`src/rtl/pip_pkg.sv`:
```
package pip_pkg;

    typedef enum logic [1:0] {
        ST_IDLE = 2'd0,
        ST_SCAN = 2'd1,
        ST_DONE = 2'd2
    } scan_st_t;

    localparam logic [1:0] GRP_G0   = 2'd0;
    localparam logic [1:0] GRP_G1S  = 2'd1;
    localparam logic [1:0] GRP_G1NS = 2'd2;

    function automatic logic [1:0] grp_code(input logic g, input logic m);
        if (g)      return GRP_G1NS;
        else if (m) return GRP_G1S;
        else        return GRP_G0;
    endfunction

endpackage

```
`src/rtl/pip_elig.sv`:
```
module pip_elig #(
    parameter int N = 32
) (
    input  logic [N-1:0] pend_latch,
    input  logic [N-1:0] edge_cfg,
    input  logic [N-1:0] line_lvl,
    input  logic [N-1:0] irq_en,
    input  logic [N-1:0] irq_act,
    input  logic [N-1:0] grp_sel,
    input  logic [N-1:0] grp_mod,
    input  logic         ena_g0,
    input  logic         ena_g1s,
    input  logic         ena_g1ns,
    input  logic         sec_off,
    output logic [N-1:0] elig,
    output logic [N-1:0] mod_eff
);

    logic [N-1:0] pend_raw;
    logic [N-1:0] pend_live;
    logic [N-1:0] grp_ok;

    always_comb begin
        mod_eff   = sec_off ? '0 : grp_mod;
        pend_raw  = pend_latch | (~edge_cfg & line_lvl);
        pend_live = pend_raw & irq_en & ~irq_act;
        grp_ok    = ({N{ena_g1ns}} & grp_sel)
                  | ({N{ena_g1s}}  & ~grp_sel & mod_eff)
                  | ({N{ena_g0}}   & ~grp_sel & ~mod_eff);
        elig      = pend_live & grp_ok;
    end

endmodule

```
`src/rtl/pip_scan.sv`:
```
module pip_scan
    import pip_pkg::*;
#(
    parameter int N  = 32,
    parameter int PW = 8,
    localparam int IW = (N > 1) ? $clog2(N) : 1
) (
    input  logic            clk,
    input  logic            rst,
    input  logic            start,
    input  logic [N-1:0]    elig,
    input  logic [N*PW-1:0] prio_flat,
    input  logic [N-1:0]    grp_sel,
    input  logic [N-1:0]    mod_eff,
    output logic [IW-1:0]   res_id,
    output logic [PW-1:0]   res_prio,
    output logic [1:0]      res_grp,
    output logic            done
);

    localparam logic [IW-1:0] LAST_ID   = IW'(N - 1);
    localparam logic [PW-1:0] PRIO_NONE = {PW{1'b1}};

    scan_st_t        state, state_nx;
    logic [IW-1:0]   idx;
    logic [PW-1:0]   cand_prio;
    logic [IW-1:0]   cand_id;
    logic [1:0]      cand_grp;
    logic [PW-1:0]   cur_prio;
    logic            hit;
    logic            at_last;

    assign cur_prio = prio_flat[idx*PW +: PW];
    assign hit      = elig[idx] && (cur_prio < cand_prio);
    assign at_last  = (idx == LAST_ID);

    // state register
    always_ff @(posedge clk) begin
        if (rst) state <= ST_IDLE;
        else     state <= state_nx;
    end

    // next state
    always_comb begin
        state_nx = state;
        unique case (state)
            ST_IDLE: if (start)   state_nx = ST_SCAN;
            ST_SCAN: if (at_last) state_nx = ST_DONE;
            ST_DONE: state_nx = start ? ST_SCAN : ST_IDLE;
            default: state_nx = ST_IDLE;
        endcase
    end

    // datapath
    always_ff @(posedge clk) begin
        if (rst) begin
            idx       <= '0;
            cand_prio <= PRIO_NONE;
            cand_id   <= '0;
            cand_grp  <= GRP_G0;
            res_prio  <= PRIO_NONE;
            res_id    <= '0;
            res_grp   <= GRP_G0;
        end else begin
            unique case (state)
                ST_IDLE, ST_DONE: begin
                    if (start) begin
                        idx       <= '0;
                        cand_prio <= PRIO_NONE;
                        cand_id   <= '0;
                        cand_grp  <= GRP_G0;
                    end
                end
                ST_SCAN: begin
                    if (hit) begin
                        cand_prio <= cur_prio;
                        cand_id   <= idx;
                        cand_grp  <= grp_code(grp_sel[idx], mod_eff[idx]);
                    end
                    if (at_last) begin
                        res_prio <= hit ? cur_prio : cand_prio;
                        res_id   <= hit ? idx : cand_id;
                        res_grp  <= hit ? grp_code(grp_sel[idx], mod_eff[idx]) : cand_grp;
                    end else begin
                        idx <= idx + 1'b1;
                    end
                end
                default: ;
            endcase
        end
    end

    // outputs
    always_comb begin
        done = (state == ST_DONE);
    end

endmodule

```
`src/rtl/prv_irq_picker.sv`:
```
module prv_irq_picker #(
    parameter int NUM_IRQ = 32,
    parameter int PRIO_W  = 8,
    localparam int ID_W   = (NUM_IRQ > 1) ? $clog2(NUM_IRQ) : 1
) (
    input  logic                    clk,
    input  logic                    rst,
    input  logic                    upd_go,
    input  logic [NUM_IRQ-1:0]      pend_latch,
    input  logic [NUM_IRQ-1:0]      edge_cfg,
    input  logic [NUM_IRQ-1:0]      line_lvl,
    input  logic [NUM_IRQ-1:0]      irq_en,
    input  logic [NUM_IRQ-1:0]      irq_act,
    input  logic [NUM_IRQ-1:0]      grp_sel,
    input  logic [NUM_IRQ-1:0]      grp_mod,
    input  logic                    ena_g0,
    input  logic                    ena_g1s,
    input  logic                    ena_g1ns,
    input  logic                    sec_off,
    input  logic [NUM_IRQ*PRIO_W-1:0] prio_flat,
    output logic [NUM_IRQ-1:0]      elig_vec,
    output logic [ID_W-1:0]         win_id,
    output logic [PRIO_W-1:0]       win_prio,
    output logic [1:0]              win_grp,
    output logic                    scan_done
);

    logic [NUM_IRQ-1:0] mod_eff;

    pip_elig #(.N(NUM_IRQ)) u_elig (
        .pend_latch (pend_latch),
        .edge_cfg   (edge_cfg),
        .line_lvl   (line_lvl),
        .irq_en     (irq_en),
        .irq_act    (irq_act),
        .grp_sel    (grp_sel),
        .grp_mod    (grp_mod),
        .ena_g0     (ena_g0),
        .ena_g1s    (ena_g1s),
        .ena_g1ns   (ena_g1ns),
        .sec_off    (sec_off),
        .elig       (elig_vec),
        .mod_eff    (mod_eff)
    );

    pip_scan #(.N(NUM_IRQ), .PW(PRIO_W)) u_scan (
        .clk       (clk),
        .rst       (rst),
        .start     (upd_go),
        .elig      (elig_vec),
        .prio_flat (prio_flat),
        .grp_sel   (grp_sel),
        .mod_eff   (mod_eff),
        .res_id    (win_id),
        .res_prio  (win_prio),
        .res_grp   (win_grp),
        .done      (scan_done)
    );

endmodule

```
`config.mk`:
```
export PLATFORM = sky130hd
export DESIGN_NAME = prv_irq_picker
export DESIGN_NICKNAME = d
export VERILOG_FILES = /design/src/rtl/pip_pkg.sv /design/src/rtl/pip_elig.sv /design/src/rtl/pip_scan.sv /design/src/rtl/prv_irq_picker.sv
export SDC_FILE = /design/constraint.sdc
export NUM_CORES = 1
export LEC_CHECK = 0
export BUFFER_PORTS_ARGS = -buffer_cell sky130_fd_sc_hd__buf_4
export CAP_MARGIN = 10
export CORE_AREA = 10 10 202 204
export CTS_BUF_LIST = sky130_fd_sc_hd__clkbuf_4 sky130_fd_sc_hd__clkbuf_8
export DETAILED_ROUTE_END_ITERATION = 10
export DIE_AREA = 0 0 212 214
export HOLD_SLACK_MARGIN = 0.08
export PLACE_DENSITY_LB_ADDON = 0.2
export SLEW_MARGIN = 0
export SYNTH_ARGS = -nofsm -noshare
export SYNTH_HDL_FRONTEND = slang
export SYNTH_SLANG_ARGS = --single-unit
```
`constraint.sdc`:
```
create_clock -name clk -period 5.15 [get_ports clk]
set_clock_uncertainty 0.1 [all_clocks]
set_input_delay 0.515 -clock clk [delete_from_list [all_inputs] [get_ports clk]]
set_output_delay 0.515 -clock clk [all_outputs]
set_load 0.05 [all_outputs]
```
==> results by group, run 1 <==
Run status
  • Outcome: finished, final reports clean

Clocking
  • Maximum number of buffers from clock root to sink: 2
  • Inserted Clock Buffers: 5
  • Clock Pin Slew Worst Setup and Hold Paths: around 0.080 ns
  • Clock tree from TritonCTS: done
  • Master cell of the clock root buffer: clkbuf_8
  • Sinks on Clock Net: 37
  • Post_cts resized: 0
  • Worst skew pair latency: about 0.3 ns
  • Htree depth: 2

Worst setup path
  • Buf/Inv on CP: 2
  • Startpoint types: flop
  • Slowest cell on the critical path: dfxtp_4
  • Critical path type: flop to flop
  • Cells along the critical path: buf_4 -> mux4_2 -> mux4_2 -> mux2_2 -> ha_1 -> and4_1 -> a221oi_1 -> o211ai_1 -> nor4_2 -> and3b_1 -> buf_4 -> nand3_1 -> a311oi_1
  • Reg-to-reg slack, setup: between 0.2 and 0.3 ns
  • Highest fanout seen on the critical path: 44
  • CP Data Required Time: 5.26 ns
  • Arrival time at the worst endpoint: 4.99 ns
  • Worst Setup End Kind: flop
  • Crit-path max cell delay: around 0.78 ns
  • Family with the most delay on the worst path: multiplexers

Logic synthesis
  • Number of cells produced by synthesis: approximately 690
  • Fraction of post-synthesis cell area in the top cell type by area: 0.328
  • Net count after synthesis: 1188
  • Syn_area_per_cell: about 9.5 um^2
  • Share of synthesized area occupied by flip-flops and latches: 0.112
  • Synth warn: 0
  • Mux contribution to synthesized area: 0.377
  • Number of distinct library cells after synthesis: 61
  • Synthesized cell area: approximately 6600 um^2
  • List of most frequent post-synthesis cells: 96 x mux4_2, 55 x nand2b_1, 48 x inv_1
  • Simple-gate area share of the yosys netlist: 0.209
  • Fraction of the mapped netlist area in adder cells: 0.0171
  • Synth Register Bits: 37
  • Most area-consuming cells after synthesis: mux4_2 33%, dfxtp_1 11%, nand2b_1 5.2%, a211oi_1 4.1%, a21oi_1 3.2%
  • FFs w/ async S/R, synth: 0
  • Most used standard cell by instance count after synthesis: mux4_2
  • Post-synth EDFFs: 0
  • Combinational family with the most area after synthesis: multiplexers
  • Xor/xnor cell area share of the yosys netlist: 0.00133
  • Compound-gate portion of the synthesized area: 0.207
  • Dominant cell type by area after synthesis: mux4_2
  • Most common flop cell mapped by yosys: dfxtp_1

Global route
  • Global routing usage summed across all routing layers: 0.189
  • Pin count of the biggest net entering global routing: 56
  • Via count of the first global-routing pass: between 8000 and 9000
  • Total congestion overflow after global routing: 0
  • Number of antenna violations at the first check in global routing: 6
  • Global-route wire length before repair: ~64000 um

Layout
  • Area of all placed cells without fillers: 11200 um^2
  • Signed area change from the synthesized netlist to the final layout: 70.2%
  • Filler Cells Inserted: around 4000
  • Nets@finish: roughly 1700
  • Share of layout cells above drive strength 1: 0.586

Floorplan
  • Width of the die: ~210 um
  • Die Height: about 210 um
  • Row cnt: just over 70
  • Starting utilization of the core area: 0.178
  • Placeable core area: about 37000 um^2
  • Ports placed on the boundary: 535
  • Full die area: about 45000 um^2

Route
  • DRT Pass-1 Iters: 5
  • Via density per instance: just under 5
  • Via count: about 8000
  • Final Routed Wirelength: approximately 45000 um
  • Drt initial violations: 550
  • Routed WL per cell: approximately 27 um
  • Antenna-violating nets left: 0
  • Post-route DRC: 0

Place
  • Instance area at placement: between 10000 and 15000 um^2
  • Number of buffer cells added on primary ports: between 500 and 600
  • HPWL reported at the end of detailed placement: 39600 um
  • Last weighted congestion value of the routability-driven placer: a little over 0.9

Power and ir drop
  • PD cells: around 120 nW/um^2
  • Leakage Power: between 0.004 and 0.005 uW
  • Maximum VDD drop: between 0.08 and 0.09 mV

STA
  • Total Neg Setup Slack: 0 ns
  • Hold Slack: approximately 0.38 ns
  • Number of setup violations in the final report: 0
  • Final worst path period share: 0.949
  • Count of final hold-check violations: 0
  • Final critical delay including setup and external delays: 4.89 ns
  • Slew at the pin closest to its max-slew limit: ~1.2 ns
  • Final Max Tran Viols: 0
  • Highest achievable clock rate: about 200 MHz
  • Worst relative slew slack: 0.213

Min path
  • Path class of the lowest-slack min-delay path: flop to flop

Flow run
  • Number of maximum-capacitance constraint violations: 0
power by group:
| part | internal [uW] | switching, uW | total [uW] |
|---|---|---|---|
| Clock | 121 | 110 | 231 |
| Combinational | 450 | 315 | 765 |
| Sequential | 288 | 7.96 | 296 |
| Total | 859 | 433 | 1290 |
through the flow:
| step | std cells | worst slack, ns | total power, uW | util |
|---|---|---|---|---|
| 4_1_cts | 1667 | 0.143 | 1300 | 0.301 |
| 5_1_grt | 1677 | -0.00513 | 1360 | 0.303 |
| 3_3_place_gp | 1658 | 0.357 | 1060 | 0.298 |
| 3_5_place_dp | 1659 | 0.184 | 1070 | 0.298 |
| 6_report | 1678 | 0.264 | 1290 | 0.303 |
| 2_1_floorplan | 692 | 0.339 | 653 | - |
layout make-up:
type                    count  area, um^2  area share
flip-flops and latches     37         749      0.0668
multi-input cells         546        5350       0.477
diodes                      5        12.5     0.00112
inverters                  49         184      0.0164
repair buffers            559        4230       0.377
well taps                 474         593      0.0529
clock buffers               7        96.3     0.00859
clock inverters             1        5.00    0.000446
metal layers:
layer,share of wire,vias to the layer above,global-route usage
met5,0,-,0
met4,0.012,0,0.0393
met3,0.067,31,0.0446
met2,0.51,339,0.319
met1,0.42,4036,0.239
li1,-,3761,-
path summary, 6_finish.rpt:
path	start	end	depth (start not counted)
worst min-delay path	u_scan.cand_grp[0]$_SDFFE_PP0P_	u_scan.cand_grp[0]$_SDFFE_PP0P_	2
worst max-delay path	u_scan.idx[1]$_SDFFE_PP0P_	u_scan.res_id[0]$_SDFFE_PP0P_	13
worst min register to register	u_scan.cand_grp[0]$_SDFFE_PP0P_	u_scan.cand_grp[0]$_SDFFE_PP0P_	2
worst max register to register	u_scan.idx[1]$_SDFFE_PP0P_	u_scan.res_id[0]$_SDFFE_PP0P_	13
layout by cell type, fill, tap and decap left out, types with 4 or more instances in the layout:
cell and count:
buf_4 555, mux4_2 96, nand2b_1 55, inv_1 48
nor2_1 43, a21oi_1 42, a211oi_1 36, dfxtp_1 34
nor2b_1 30, and3b_1 23, mux2i_1 19, nand2_1 17
nor3_1 15, o21ai_0 14, and2_1 13, mux2_2 12
nand3_1 11, ha_1 9, a2111oi_2 8, a211o_1 8
o211ai_1 8, o21ai_1 8, nor4_1 7, a311oi_1 7
o31ai_1 7, clkbuf_8 7, nand4_1 6, diode_2 5
o2111ai_1 5, a2111oi_0 5, o221ai_1 4
state kept, by name, indices dropped and copies added (netlist names):
signal,count
u_scan.state,2
u_scan.res_grp,2
u_scan.res_prio,8
u_scan.idx,5
u_scan.cand_prio,8
u_scan.res_id,5
u_scan.cand_grp,2
u_scan.cand_id,5
logic make-up (layout without fill, tap and decap cells):
logic type / after synthesis / in the layout
multiplexers: 127 / 127
buffers and inverters: 109 / 616
AND/OR/NAND/NOR: 232 / 232
other: 0 / 5
flip-flops: 37 / 37
XOR/XNOR: 1 / 1
AO/OA/AOI/OAI: 177 / 177
adder cells (fa/ha/maj): 9 / 9
worst reg2reg max path, cell delays in order, from the launching register on:
cell	delay [ns]
dfxtp_4	0.78
buf_4	0.40
mux4_2	0.38
mux4_2	0.46
mux2_2	0.32
ha_1	0.30
and4_1	0.23
a221oi_1	0.40
o211ai_1	0.17
nor4_2	0.41
and3b_1	0.24
buf_4	0.22
nand3_1	0.10
a311oi_1	0.28
what timing repair did:
| item | in CTS | in global routing |
|---|---|---|
| endpoints found under the setup margin | 0 | 16 |
| hold buffers | 0 | 0 |
| buffers inserted | 0 | 6 |
Power figures use the tool's default switching activity.
==> run 2, diff against run 1 <==
--- a/config.mk
+++ b/config.mk
@@ -7,13 +7,14 @@
 export LEC_CHECK = 0
 export BUFFER_PORTS_ARGS = -buffer_cell sky130_fd_sc_hd__buf_4
 export CAP_MARGIN = 10
-export CORE_AREA = 10 10 202 204
+export CORE_AREA = 10 10 199 201
 export CTS_BUF_LIST = sky130_fd_sc_hd__clkbuf_4 sky130_fd_sc_hd__clkbuf_8
 export DETAILED_ROUTE_END_ITERATION = 10
-export DIE_AREA = 0 0 212 214
+export DIE_AREA = 0 0 209 211
 export HOLD_SLACK_MARGIN = 0.08
 export PLACE_DENSITY_LB_ADDON = 0.2
 export SLEW_MARGIN = 0
 export SYNTH_ARGS = -nofsm -noshare
 export SYNTH_HDL_FRONTEND = slang
+export SYNTH_HIERARCHICAL = 1
 export SYNTH_SLANG_ARGS = --single-unit
==> run 2 against run 1 <==
- power grew 2.8%
- clock-buffer cell count shrank 1
- flip-flop and latch count is the same
- critical path depth shrank 3
- routed wire length grew 0.98%
- via count grew 3.6%
- worst hold slack lost 0.014 ns
- cell count grew 4.2%
- global-route usage grew 0.30 points
- critical path type unchanged
- critical endpoint is now u_scan/res_prio[2]$_SDFFE_PP1P_
==> results by group, run 2 <==
Run status
  • Outcome: finished, final reports clean (unchanged)

Route
  • Via count: 8464 (was 8167)
  • Met2 WL post-DR: 24000 um (was 22700 um)
  • DR top layer: met5 (was met4)
  • Wire length on met3: 3310 um (was 3000 um)
  • Via density per instance: 4.84 (was 4.87)
  • Routed WL per cell: 25.9 um (was 26.8 um)
  • Detailed-routing wirelength on met1: 17100 um (was 18700 um)
  • Post-route DRC: 0 (unchanged)
  • Final Routed Wirelength: 45300 um (was 44900 um)
  • DRT Pass-1 Iters: 5 (unchanged)
  • Antenna-violating nets left: 0 (unchanged)
  • Drt initial violations: 515 (was 550)

Worst setup path
  • CP Data Required Time: 5.24 ns (was 5.26 ns)
  • Worst Setup End Kind: flop (unchanged)
  • Worst reg-to-reg path cell count: 10 (was 13)
  • Worst r2r src: u_scan/idx[0]$_SDFFE_PP0P_ (was u_scan.idx[1]$_SDFFE_PP0P_)
  • Highest fanout seen on the critical path: 24 (was 44)
  • Startpoint types: flop (unchanged)
  • Arrival time at the worst endpoint: 4.32 ns (was 4.99 ns)
  • Critical path type: flop to flop (unchanged)
  • First element of the critical path: u_scan/idx[0]$_SDFFE_PP0P_ (was u_scan.idx[1]$_SDFFE_PP0P_)

Global route
  • Total congestion overflow after global routing: 0 (unchanged)
  • Global routing usage summed across all routing layers: 0.192 (was 0.189)
  • Via count of the first global-routing pass: 9278 (was 8812)
  • Pin count of the biggest net entering global routing: 33 (was 56)
  • Global-route wire length before repair: 63800 um (was 63600 um)
  • Number of antenna violations at the first check in global routing: 4 (was 6)

STA
  • Total Neg Setup Slack: 0 ns (unchanged)
  • Final critical delay including setup and external delays: 4.23 ns (was 4.89 ns)
  • Unrepaired setup endpoints after global routing: false
  • Number of setup violations in the final report: 0 (unchanged)
  • Post-route setup slack: 0.917 ns (was 0.264 ns)
  • Slew at the pin closest to its max-slew limit: 0.950 ns (was 1.18 ns)
  • Final worst path period share: 0.822 (was 0.949)
  • Highest achievable clock rate: 236 MHz (was 205 MHz)
  • Final Max Tran Viols: 0 (unchanged)
  • Worst relative slew slack: 0.367 (was 0.213)
  • Count of final hold-check violations: 0 (unchanged)

Logic synthesis
  • Fraction of post-synthesis cell area in the top cell type by area: 0.180 (was 0.328)
  • Post-synth EDFFs: 0 (unchanged)
  • Share of synthesized area occupied by flip-flops and latches: 0.107 (was 0.112)
  • Most common flop cell mapped by yosys: dfxtp_1 (unchanged)
  • List of most frequent post-synthesis cells: 125 x mux2i_1, 106 x inv_1, 52 x nand2_1 (was 96 x mux4_2, 55 x nand2b_1, 48 x inv_1)
  • Syn_area_per_cell: 8.80 um^2 (was 9.53 um^2)
  • Most used standard cell by instance count after synthesis: mux2i_1 (was mux4_2)
  • Most area-consuming cells after synthesis: mux2i_1 18%, mux4_2 14%, dfxtp_1 11%, nor2b_4 5.9%, inv_1 5.7% (was mux4_2 33%, dfxtp_1 11%, nand2b_1 5.2%, a211oi_1 4.1%, a21oi_1 3.2%)
  • Synth warn: 6 (was 0)
  • Synthesized cell area: 6940 um^2 (was 6590 um^2)
  • Synth Register Bits: 37 (unchanged)
  • FFs w/ async S/R, synth: 0 (unchanged)
  • Dominant cell type by area after synthesis: mux2i_1 (was mux4_2)
  • Net count after synthesis: 1285 (was 1188)
  • Number of cells produced by synthesis: 789 (was 692)
  • Number of distinct library cells after synthesis: 70 (was 61)

Floorplan
  • Die Height: 211 um (was 214 um)
  • Row cnt: 69 (was 71)
  • Ports placed on the boundary: 535 (unchanged)
  • Full die area: 44100 um^2 (was 45400 um^2)
  • Starting utilization of the core area: 0.196 (was 0.178)
  • Placeable core area: 35400 um^2 (was 37000 um^2)
  • Width of the die: 209 um (was 212 um)

Min path
  • Worst Hold Depth: 2 (unchanged)
  • Worst Min Path Start: u_scan/cand_id[4]$_SDFFE_PP0P_ (was u_scan.cand_grp[0]$_SDFFE_PP0P_)
  • Path class of the lowest-slack min-delay path: flop to flop (unchanged)

Flow run
  • Number of maximum-capacitance constraint violations: 0 (unchanged)

Clocking
  • Clock Pin Slew Worst Setup and Hold Paths: 0.08 ns (about the same)
  • Post_cts resized: 0 (unchanged)
  • Master cell of the clock root buffer: clkbuf_8 (unchanged)
  • Number of setup buffers added after CTS: 0 (unchanged)
  • Maximum number of buffers from clock root to sink: 2 (unchanged)
  • Worst skew pair latency: 0.30 ns (about the same)
  • Sinks on Clock Net: 37 (unchanged)
  • Count of hold buffers inserted by post-cts repair: 0 (unchanged)
  • Inserted Clock Buffers: 5 (unchanged)
  • Htree depth: 2 (unchanged)
  • Clock tree from TritonCTS: done (unchanged)

Place
  • HPWL reported at the end of detailed placement: 39800 um (was 39600 um)
  • Last weighted congestion value of the routability-driven placer: 0.915 (was 0.906)
  • Number of buffer cells added on primary ports: 534 (unchanged)
  • Minimum setup slack after placement: 0.713 ns (was 0.184 ns)

Layout
  • Share of layout cells above drive strength 1: 0.519 (was 0.586)
  • Largest registers ranked by flip-flop count: u_scan/cand_prio x8, u_scan/res_prio x8 (was u_scan.cand_prio x8, u_scan.res_prio x8)
  • Commonest non-fill, non-tap cells in the layout: 552 x buf_4, 125 x mux2i_1, 106 x inv_1 (was 555 x buf_4, 96 x mux4_2, 55 x nand2b_1)
  • Signed area change from the synthesized netlist to the final layout: 62.5% (was 70.2%)
  • Leading cell type in the layout, fill and taps excluded: buf_4 (unchanged)
  • Nets@finish: 1780 (was 1694)

Power and ir drop
  • PD cells: 118 nW/um^2 (was 115 nW/um^2)
  • Leakage Power: 0.00507 uW (was 0.00494 uW)
  • Maximum VDD drop: 0.0702 mV (was 0.0882 mV)
  • Power after layout: 1330 uW (was 1290 uW)
[run 2: changes by cell type in the layout (fill, tap and decap cells not counted), moves of 21 or more]
cell | before | now
mux2i_1 | 19 | 125
inv_1 | 48 | 106
mux4_2 | 96 | 42
nand2b_1 | 55 | 8
nand2_1 | 17 | 52
o211ai_1 | 8 | 41
nor2b_4 | 0 | 30
and3b_1 | 23 | 1
nor2b_1 | 30 | 9
[run 2: routing by layer]
layer / GRT usage / vias to the layer above
li1: - / 3984
met1: 0.206 / 4020
met2: 0.368 / 425
met3: 0.0475 / 33
met4: 0.0449 / 2
met5: 0 / -
[run 2: metrics by stage]
| stage | area [um^2] | utilization | hold slack (ns) | cells |
|---|---|---|---|---|
| after floorplan | 6940 | - | 0.331 | 789 |
| after global placement | 11200 | 0.315 | 0.349 | 1738 |
| after detailed placement | 11200 | 0.315 | 0.349 | 1738 |
| after CTS | 11300 | 0.319 | 0.363 | 1746 |
| after global routing | 11300 | 0.319 | 0.389 | 1748 |
| final | 11300 | 0.319 | 0.364 | 1748 |
[run 2: worst max-delay path, cell delays in order, from the launching register on]
cell and delay [ns]:
dfxtp_4 0.62, buf_4 0.38, mux4_2 0.55, a211oi_1 0.29, a22oi_2 0.16, ha_1 0.30, a211oi_1 0.24, nand2_1 0.12
o21ai_2 0.56, nand2_1 0.35, a311o_1 0.43
[run 2: layout make-up]
cell class | count | area, um^2
Tap cell | 461 | 577
Clock buffer | 6 | 82.6
Antenna cell | 2 | 5.00
Timing Repair Buffer | 553 | 4160
Inverter | 106 | 398
Fill cell | 3823 | 24100
Clock inverter | 2 | 37.5
Multi-Input combinational cell | 581 | 5270
Sequential cell | 37 | 754
[run 2: kinds of logic (layout without fill, tap and decap cells)]
| logic type | after synthesis | in the layout | synth area share |
|---|---|---|---|
| compound gates | 228 | 228 | 0.248 |
| xor+xnor | 2 | 2 | 0.00252 |
| fa+ha+maj | 9 | 9 | 0.0162 |
| buf+inv | 171 | 667 | 0.135 |
| flops | 37 | 37 | 0.107 |
| mux | 172 | 172 | 0.331 |
| other cells | 0 | 2 | 0 |
| simple gates | 170 | 170 | 0.160 |
[run 2: where the power goes]
| group | total, uW | leakage [uW] | internal (uW) | switching [uW] |
|---|---|---|---|---|
| Combinational | 753 | 0.00471 | 411 | 342 |
| Sequential | 302 | 0.000303 | 289 | 13.2 |
| Clock | 272 | 0.0000574 | 158 | 115 |
| Total | 1330 | 0.00507 | 857 | 470 |
[run 2: final timing paths]
kind	to	slack, ns
setup / recovery	u_scan/res_prio[2]$_SDFFE_PP1P_	0.92
setup reg to reg	u_scan/res_prio[2]$_SDFFE_PP1P_	0.92
hold reg to reg	u_scan/cand_id[4]$_SDFFE_PP0P_	0.36
hold / removal	u_scan/cand_id[4]$_SDFFE_PP0P_	0.36
